===== src/rtl/rcc_pkg.sv =====
package rcc_pkg;
  localparam int STAT_W   = 16;
  localparam int LVL_W    = 4;
  localparam int BIT_TRAP = 15;
  localparam int BIT_EXT  = 7;
  localparam int BIT_SW   = 6;
  localparam int BIT_WDT  = 4;
  localparam int HARD_LO  = 13;
  localparam int HARD_HI  = 15;

  typedef struct packed {
    logic trap;
    logic ext;
    logic sw;
    logic wdt;
  } cause_t;

  function automatic logic [STAT_W-1:0] cause_to_bits(cause_t c);
    logic [STAT_W-1:0] v;
    v = '0;
    v[BIT_TRAP] = c.trap;
    v[BIT_EXT]  = c.ext;
    v[BIT_SW]   = c.sw;
    v[BIT_WDT]  = c.wdt;
    return v;
  endfunction
endpackage


===== src/rtl/rcc_pin_filter.sv =====
module rcc_pin_filter #(
  parameter int MIN_W       = 4,
  parameter int SYNC_STAGES = 2
) (
  input  logic clk_i,
  input  logic rst_i,
  input  logic pin_n_i,
  output logic req_o
);
  localparam int CNT_W = (MIN_W < 2) ? 1 : $clog2(MIN_W + 1);
  localparam logic [CNT_W-1:0] CNT_LAST = CNT_W'(MIN_W - 1);

  logic [SYNC_STAGES-1:0] sync_q;
  logic [CNT_W-1:0]       cnt_q;
  logic                   act_q;
  logic                   low;

  generate
    if (SYNC_STAGES == 1) begin : g_one
      always_ff @(posedge clk_i) begin
        if (rst_i) sync_q <= '1;
        else       sync_q <= pin_n_i;
      end
    end else begin : g_chain
      always_ff @(posedge clk_i) begin
        if (rst_i) sync_q <= '1;
        else       sync_q <= {sync_q[SYNC_STAGES-2:0], pin_n_i};
      end
    end
  endgenerate

  assign low = ~sync_q[SYNC_STAGES-1];

  always_ff @(posedge clk_i) begin
    if (rst_i) begin
      cnt_q <= '0;
      act_q <= 1'b0;
    end else if (!low) begin
      cnt_q <= '0;
      act_q <= 1'b0;
    end else if (cnt_q == CNT_LAST) begin
      act_q <= 1'b1;
    end else begin
      cnt_q <= cnt_q + 1'b1;
    end
  end

  assign req_o = act_q;


  filt_rise_chk: assert property (@(posedge clk_i) disable iff (rst_i)
    $rose(act_q) |-> (cnt_q == CNT_LAST));

  filt_drop_chk: assert property (@(posedge clk_i) disable iff (rst_i)
    !low |=> !act_q);
endmodule


===== src/rtl/rcc_trap_mon.sv =====
module rcc_trap_mon
  import rcc_pkg::*;
(
  input  logic             clk_i,
  input  logic             rst_i,
  input  logic             flush_i,
  input  logic             vld_i,
  input  logic [LVL_W-1:0] lvl_i,
  input  logic             ack_i,
  output logic             conflict_o
);
  logic             act_v_q;
  logic [LVL_W-1:0] act_lvl_q;
  logic             is_hard;
  logic             takes;

  assign is_hard    = (lvl_i >= LVL_W'(HARD_LO)) && (lvl_i <= LVL_W'(HARD_HI));
  assign conflict_o = vld_i && act_v_q && is_hard && (lvl_i < act_lvl_q) && !flush_i;
  assign takes      = vld_i && (!act_v_q || (lvl_i >= act_lvl_q));

  always_ff @(posedge clk_i) begin
    if (rst_i) begin
      act_v_q   <= 1'b0;
      act_lvl_q <= '0;
    end else if (flush_i || conflict_o) begin
      act_v_q   <= 1'b0;
      act_lvl_q <= '0;
    end else if (takes) begin
      act_v_q   <= 1'b1;
      act_lvl_q <= lvl_i;
    end else if (ack_i) begin
      act_v_q   <= 1'b0;
      act_lvl_q <= '0;
    end
  end


  trap_flush_chk: assert property (@(posedge clk_i) disable iff (rst_i)
    conflict_o |=> !act_v_q);

  trap_ack_chk: assert property (@(posedge clk_i) disable iff (rst_i)
    (ack_i && !vld_i) |=> !act_v_q);
endmodule


===== src/rtl/rcc_status.sv =====
module rcc_status #(
  parameter int                  W    = 16,
  parameter logic [W-1:0]        IMPL = '1
) (
  input  logic         clk_i,
  input  logic         rst_i,
  input  logic [W-1:0] set_i,
  input  logic         clr_we_i,
  input  logic [W-1:0] clr_data_i,
  output logic [W-1:0] flags_o
);
  logic [W-1:0] flags_q;
  logic [W-1:0] clr_mask;

  assign clr_mask = clr_we_i ? clr_data_i : '0;

  always_ff @(posedge clk_i) begin
    if (rst_i) flags_q <= '0;
    else       flags_q <= ((flags_q & ~clr_mask) | set_i) & IMPL;
  end

  assign flags_o = flags_q;


  sticky_flags_chk: assert property (@(posedge clk_i) disable iff (rst_i)
    !clr_we_i |=> (($past(flags_q) & ~flags_q) == '0));

  unused_bits_chk: assert property (@(posedge clk_i) disable iff (rst_i)
    (flags_q & ~IMPL) == '0);

  set_wins_chk: assert property (@(posedge clk_i) disable iff (rst_i)
    (set_i != '0) |=> ((flags_q & $past(set_i & IMPL)) == $past(set_i & IMPL)));
endmodule


===== src/rtl/rcc_top.sv =====
module rcc_top
  import rcc_pkg::*;
#(
  parameter int MIN_W = 4
) (
  input  logic              clk_i,
  input  logic              por_i,
  input  logic              ext_rst_n_i,
  input  logic              sw_rst_i,
  input  logic              wdt_tmo_i,
  input  logic              sleep_i,
  input  logic              idle_i,
  input  logic              trap_vld_i,
  input  logic [LVL_W-1:0]  trap_lvl_i,
  input  logic              trap_ack_i,
  input  logic              stat_wr_i,
  input  logic [STAT_W-1:0] stat_wdata_i,
  output logic              sys_rst_o,
  output logic              wake_o,
  output logic [STAT_W-1:0] status_o
);
  localparam cause_t ALL_CAUSES = '{trap: 1'b1, ext: 1'b1, sw: 1'b1, wdt: 1'b1};
  localparam logic [STAT_W-1:0] IMPL = cause_to_bits(ALL_CAUSES);

  logic   ext_req;
  logic   conflict;
  logic   low_pwr;
  logic   wdt_awake;
  logic   wdt_wake;
  logic   sys_rst_q;
  logic   wake_q;
  cause_t cause;

  assign low_pwr   = sleep_i | idle_i;
  assign wdt_awake = wdt_tmo_i & ~low_pwr;
  assign wdt_wake  = wdt_tmo_i &  low_pwr;

  rcc_pin_filter #(.MIN_W(MIN_W), .SYNC_STAGES(2)) u_filt (
    .clk_i   (clk_i),
    .rst_i   (por_i),
    .pin_n_i (ext_rst_n_i),
    .req_o   (ext_req)
  );

  rcc_trap_mon u_trap (
    .clk_i      (clk_i),
    .rst_i      (por_i),
    .flush_i    (sys_rst_q),
    .vld_i      (trap_vld_i),
    .lvl_i      (trap_lvl_i),
    .ack_i      (trap_ack_i),
    .conflict_o (conflict)
  );

  always_comb begin
    cause.trap = conflict;
    cause.ext  = ext_req;
    cause.sw   = sw_rst_i;
    cause.wdt  = wdt_awake;
  end

  rcc_status #(.W(STAT_W), .IMPL(IMPL)) u_stat (
    .clk_i      (clk_i),
    .rst_i      (por_i),
    .set_i      (cause_to_bits(cause)),
    .clr_we_i   (stat_wr_i),
    .clr_data_i (stat_wdata_i),
    .flags_o    (status_o)
  );

  always_ff @(posedge clk_i) begin
    if (por_i) begin
      sys_rst_q <= 1'b0;
      wake_q    <= 1'b0;
    end else begin
      sys_rst_q <= ext_req | sw_rst_i | conflict | wdt_awake;
      wake_q    <= wdt_wake;
    end
  end

  // watchdog bypasses the register so the reset needs no clock edge
  assign sys_rst_o = sys_rst_q | wdt_awake;
  assign wake_o    = wake_q;


  sw_rst_chk: assert property (@(posedge clk_i) disable iff (por_i)
    sw_rst_i |=> sys_rst_o);

  sw_flag_chk: assert property (@(posedge clk_i) disable iff (por_i)
    sw_rst_i |=> status_o[BIT_SW]);

  wdt_flag_chk: assert property (@(posedge clk_i) disable iff (por_i)
    (wdt_tmo_i && !sleep_i && !idle_i) |=> status_o[BIT_WDT]);

  wdt_wake_chk: assert property (@(posedge clk_i) disable iff (por_i)
    (wdt_tmo_i && (sleep_i || idle_i)) |=> wake_o);

  trap_rst_chk: assert property (@(posedge clk_i) disable iff (por_i)
    conflict |=> (sys_rst_o && status_o[BIT_TRAP]));

  ext_flag_chk: assert property (@(posedge clk_i) disable iff (por_i)
    ext_req |=> status_o[BIT_EXT]);
endmodule


===== config.mk =====
export PLATFORM = sky130hd
export DESIGN_NAME = rcc_top
export DESIGN_NICKNAME = d
export VERILOG_FILES = /design/src/rtl/rcc_pkg.sv /design/src/rtl/rcc_pin_filter.sv /design/src/rtl/rcc_trap_mon.sv /design/src/rtl/rcc_status.sv /design/src/rtl/rcc_top.sv
export SDC_FILE = /design/constraint.sdc
export NUM_CORES = 1
export LEC_CHECK = 0
export CAP_MARGIN = 10
export CORE_MARGIN = 1.5
export CORE_UTILIZATION = 40
export CTS_BUF_LIST = sky130_fd_sc_hd__clkbuf_4
export DETAILED_ROUTE_END_ITERATION = 10
export GPL_ROUTABILITY_DRIVEN = 0
export PLACE_DENSITY = 0.9
export SLEW_MARGIN = 10
export SYNTH_ARGS = -nofsm -noshare
export SYNTH_HDL_FRONTEND = slang
export SYNTH_HIERARCHICAL = 1
export SYNTH_SLANG_ARGS = --single-unit

===== constraint.sdc =====
create_clock -name clk_i -period 2.25 [get_ports clk_i]
set_clock_uncertainty 0.2 [all_clocks]
set_input_delay 0.45 -clock clk_i [delete_from_list [all_inputs] [get_ports clk_i]]
set_output_delay 0.45 -clock clk_i [all_outputs]
set_load 0.03 [all_outputs]

# Yosys cells after proc, flatten, opt, wreduce, memory -nomap -nowiden
# Cells that the tools add are included.
[op_classes] add_sub_neg=1 order_cmp=4 n_eq_ne=1 muxes=5 bitwise=11 reduce_logical=13
[ops] op="$and 16x16->16" n=1
[ops] op="$mux 16" n=1
[ops] op="$not 16->16" n=1
[ops] op="$or 16x16->16" n=1
[ops] op="$mux 4" n=2
[ops] op="$logic_and 1x1->1" n=6
[ops] op="$or 1x1->1" n=5
[ops] op="$ge 4x4->1" n=1
[ops] op="$ge 4x4->1 const B" n=1
[ops] op="$le 4x4->1 const B" n=1
[ops] op="$lt 4x4->1" n=1
[ops] op="$reduce_or 2->1" n=2
[ops] op="$add 3x1->3 const B" n=1
[ops] op="$eq 3x2->1 const B" n=1
[ops] op="$and 1x1->1" n=2
[ops] op="$logic_not 1->1" n=2
[ops] op="$logic_or 1x1->1" n=2
[ops] op="$mux 1" n=2
[ops] op="$reduce_bool 2->1" n=1
[ops] op="$not 1->1" n=1
[word_totals] regBits=29 input_bits=30 out_inout_bits=18 word_cells=44

# Logic depth before layout (Yosys ltp)
[depth] ltp_word=7 mapped_depth=7 mapped_depth_nobuf=7

# By module
# The synthesis kept the hierarchy.
[modules_own_cells] mod="rcc_trap_mon" instances=1 cells_per_inst=40 area_each_um2=352.8 seq_area_each_um2=100.1
[modules_own_cells] mod="rcc_status" instances=1 cells_per_inst=29 area_each_um2=239.0 seq_area_each_um2=80.1
[modules_own_cells] mod="rcc_pin_filter" instances=1 cells_per_inst=19 area_each_um2=225.2 seq_area_each_um2=120.1
[modules_own_cells] mod="rcc_top" instances=1 cells_per_inst=8 area_each_um2=93.8 seq_area_each_um2=40.0

# Least setup slack after synthesis
# No wires, ideal clock.
[synth_timing] path_kind="input to register" start="input trap_lvl_i[3]" end="register u_stat.flags_q[15], in the netlist u_stat/flags_o[15]" setup_ps=91 t_arrival_ps=1612 required_time_ps=1959 slack_ps=347 cell_stages=6 cell_sequence="ha_1 nand2_2 nand3b_4 nor4_1 inv_1 a311oi_1"
[synth_between] elab_chain_cells=6 word_cells_on_any_way=8
[synth_lines] element="start, declared" line="rcc_top.sv:14" source="input logic [LVL_W-1:0] trap_lvl_i,"
[synth_lines] element="$ge 4x4->1 / $le 4x4->1 (equally long branches)" line="rcc_trap_mon.sv:17" source="assign is_hard = (lvl_i >= LVL_W'(HARD_LO)) && (lvl_i <= LVL_W'(HARD_HI));"
[synth_lines] element="$logic_and 1x1->1" line="rcc_trap_mon.sv:17"
[synth_lines] element="$logic_and 1x1->1" line="rcc_trap_mon.sv:18" source="assign conflict_o = vld_i && act_v_q && is_hard && (lvl_i < act_lvl_q) && !flush_i;"
[synth_lines] element="$logic_and 1x1->1 (*) (2 in a row)" line="rcc_trap_mon.sv:18"
[synth_lines] element="net conflict" line="rcc_top.sv:26" source="logic conflict;"
[synth_lines] element="$or 16x16->16 (*)" line="rcc_status.sv:19" source="else flags_q <= ((flags_q & ~clr_mask) | set_i) & IMPL;"
[synth_lines] element="end signal, assigned" line="rcc_status.sv:19"
[synth_lines] element="end, declared" line="rcc_status.sv:12" source="logic [W-1:0] flags_q;"
# Mark *: on every way through the listed nets, which the timed path passes. The rest lies on a longest branch.
# A chain may end at the register's enable or synchronous reset.

# Worst setup path in the final report
[layout_timing] start="input trap_lvl_i[0]" end="register sys_rst_q"
[layout_between] elab_chain_cells=7 word_cells_on_any_way=9
[layout_lines] element="$ge 4x4->1 / $le 4x4->1 (equally long branches)" line="rcc_trap_mon.sv:17"
[layout_lines] element="$logic_and 1x1->1" line="rcc_trap_mon.sv:17"
[layout_lines] element="$logic_and 1x1->1" line="rcc_trap_mon.sv:18"
[layout_lines] element="$logic_and 1x1->1 (*) (2 in a row)" line="rcc_trap_mon.sv:18"
[layout_lines] element="net conflict" line="rcc_top.sv:26"
[layout_lines] element="$or 1x1->1 (*) (2 in a row)" line="rcc_top.sv:76" source="sys_rst_q <= ext_req | sw_rst_i | conflict | wdt_awake;"
[layout_lines] element="end signal, assigned" line="rcc_top.sv:76"
[layout_lines] element="end, declared" line="rcc_top.sv:30" source="logic sys_rst_q;"
# Marked as above.

==> qor.txt <==
status -> finished clean
most frequent cells in the layout -> clkdlybuf4s50_1 (22), dfxtp_1 (17), nor2_1 (13)
CP bufs+invs -> 3
Pwr Density -> 523 nW/µm²
first-pass GRT wire length -> 2870 µm
NumNets Final -> 166
Inst Count DP -> 152
crit-path max FO -> 3
Max stage delay on crit path -> 0.48 ns
CP Capture Type -> flip-flop
pin count of the biggest net entering global routing -> 10
Top Ports -> 48
via count -> 726
Total Wirelength -> 1720 µm
syn avg cell area -> 9.55 µm²
Worst IR Drop VDD -> 0.267 mV
commonest non-fill, non-tap cell in the layout -> clkdlybuf4s50_1
final setup violation count -> 0
CTS tree -> yes
Required @ worst endpoint -> 2.23 ns
Die Span Y -> 50.6 µm
wire per inst -> 11.0 µm
post-cts sizing count -> 0
Final Non-Filler Cells -> 157
CP delay by family, top -> buffers and inverters
fin crit period -> 2.15 ns
Max Cap Viol -> 0
Root Driver -> clkbuf_4
critical path cell sequence -> clkdlybuf4s50_1, inv_1, ha_1, nand2b_1, a21oi_2, nor4_1, buf_4, o41a_1
Clock Sinks -> 17
pre-CTS setup slack -> -0.215 ns
die area -> 2560 µm²
Reg clk slew, reported paths -> 0.10 ns
cell row count -> 17
period utilization -> 0.957
GR Util All Layers -> 0.147
core area -> 2170 µm²
placed cell areas -> 1170 µm²
vias per cell -> 4.62
Overflow after GRT -> 0
Worst-Skew Late Latency -> 0.28 ns
Finished Cell Area -> 1210 µm²
post-DP HPWL -> 1390 µm
vias in the first global route -> 731
Slew Viols, Final -> 0
worst setup margin -> 0.0974 ns
proportion of layout cells with a drive suffix above 1 -> 0.178
Residual DRC -> 0
P&R area growth vs syn -> 33.5%
fillers -> 217
Worst Hold Slack -> 0.218 ns
htree depth -> 1
LEAKAGE -> 0.000517 µW
die width -> 50.6 µm
drt pass-1 iters -> 4
RSZ-0062 raised after global routing -> no
initial antenna violation count -> 0
initial core utilization -> 0.418
final hold vios -> 0
crit path kind -> primary input to flip-flop
Max Freq -> 0.465 GHz
Tot Pwr -> 633 µW
Post-Synthesis Cells -> 95
Antenna Nets Post-Route -> 0
Hold Crit Class -> flip-flop to flip-flop
CP arrival -> 2.13 ns
TritonCTS Buffers -> 3
antenna cells -> 0
Setup crit start kind -> primary input
Crit-path slowest cell -> clkdlybuf4s50_1
post-synthesis cell area -> 907 µm²
# port buffers -> 23
clk buf depth -> 2
yosys warns -> 6
Iteration-0 DRC Markers -> 9
[power breakdown]
group	internal [µW]	switching (µW)	leakage (µW)	total, µW
Combinational	66.7	81.4	0.000359	148
Clock	80.7	86.8	0.0000184	168
Sequential	312	5.98	0.000139	318
[sequential cells by signal (all words and copies together), names as in the netlist]
register	flops
sys_rst_q	1
u_stat/flags_o	4
u_trap/act_lvl_q	4
u_trap/act_v_q	1
wake_o	1
u_filt/req_o	1
u_filt/sync_q	2
u_filt/cnt_q	3
[cell type report]
type	instances	area [µm²]	share of cell area
multi-input combinational	66	477	0.394
sequential	17	340	0.281
timing repair buffer	31	288	0.238
inverter	11	41.3	0.0341
tap	28	35.0	0.0289
clock buffer	4	30.0	0.0248
[through the flow]
step / setup TNS (ns) / utilization
finish: 0 / 0.558
global route: 0 / 0.558
CTS: 0 / 0.555
detailed placement: -1.22 / 0.541
global placement: -0.870 / 0.541
floorplan: 0 / -
[worst paths after layout]
check	from	end	slack [ns]	depth (start not counted)
worst max-delay path	trap_lvl_i[0]	sys_rst_q	0.1	8
worst min-delay path	u_filt/sync_q[0]	u_filt/sync_q[1]	0.22	1
worst max register to register	u_trap/act_lvl_q[3]	u_trap/act_lvl_q[3]	0.39	8
worst min register to register	u_filt/sync_q[0]	u_filt/sync_q[1]	0.22	1
[per-layer routing]
metal / vias to the layer above / GRT usage / routed length (µm)
li1: 366 / - / -
met1: 337 / 0.152 / 711
met5: - / 0 / 0
met3: 0 / 0.0357 / 97
met4: 0 / 0.0541 / 0
met2: 23 / 0.283 / 913
[repair_timing]
| item | in CTS | in global routing |
|---|---|---|
| hold buffers | 0 | 0 |
| endpoints found under the setup margin | 0 | 1 |
| setup buffers | 0 | 1 |
Power figures use the tool's default switching activity.
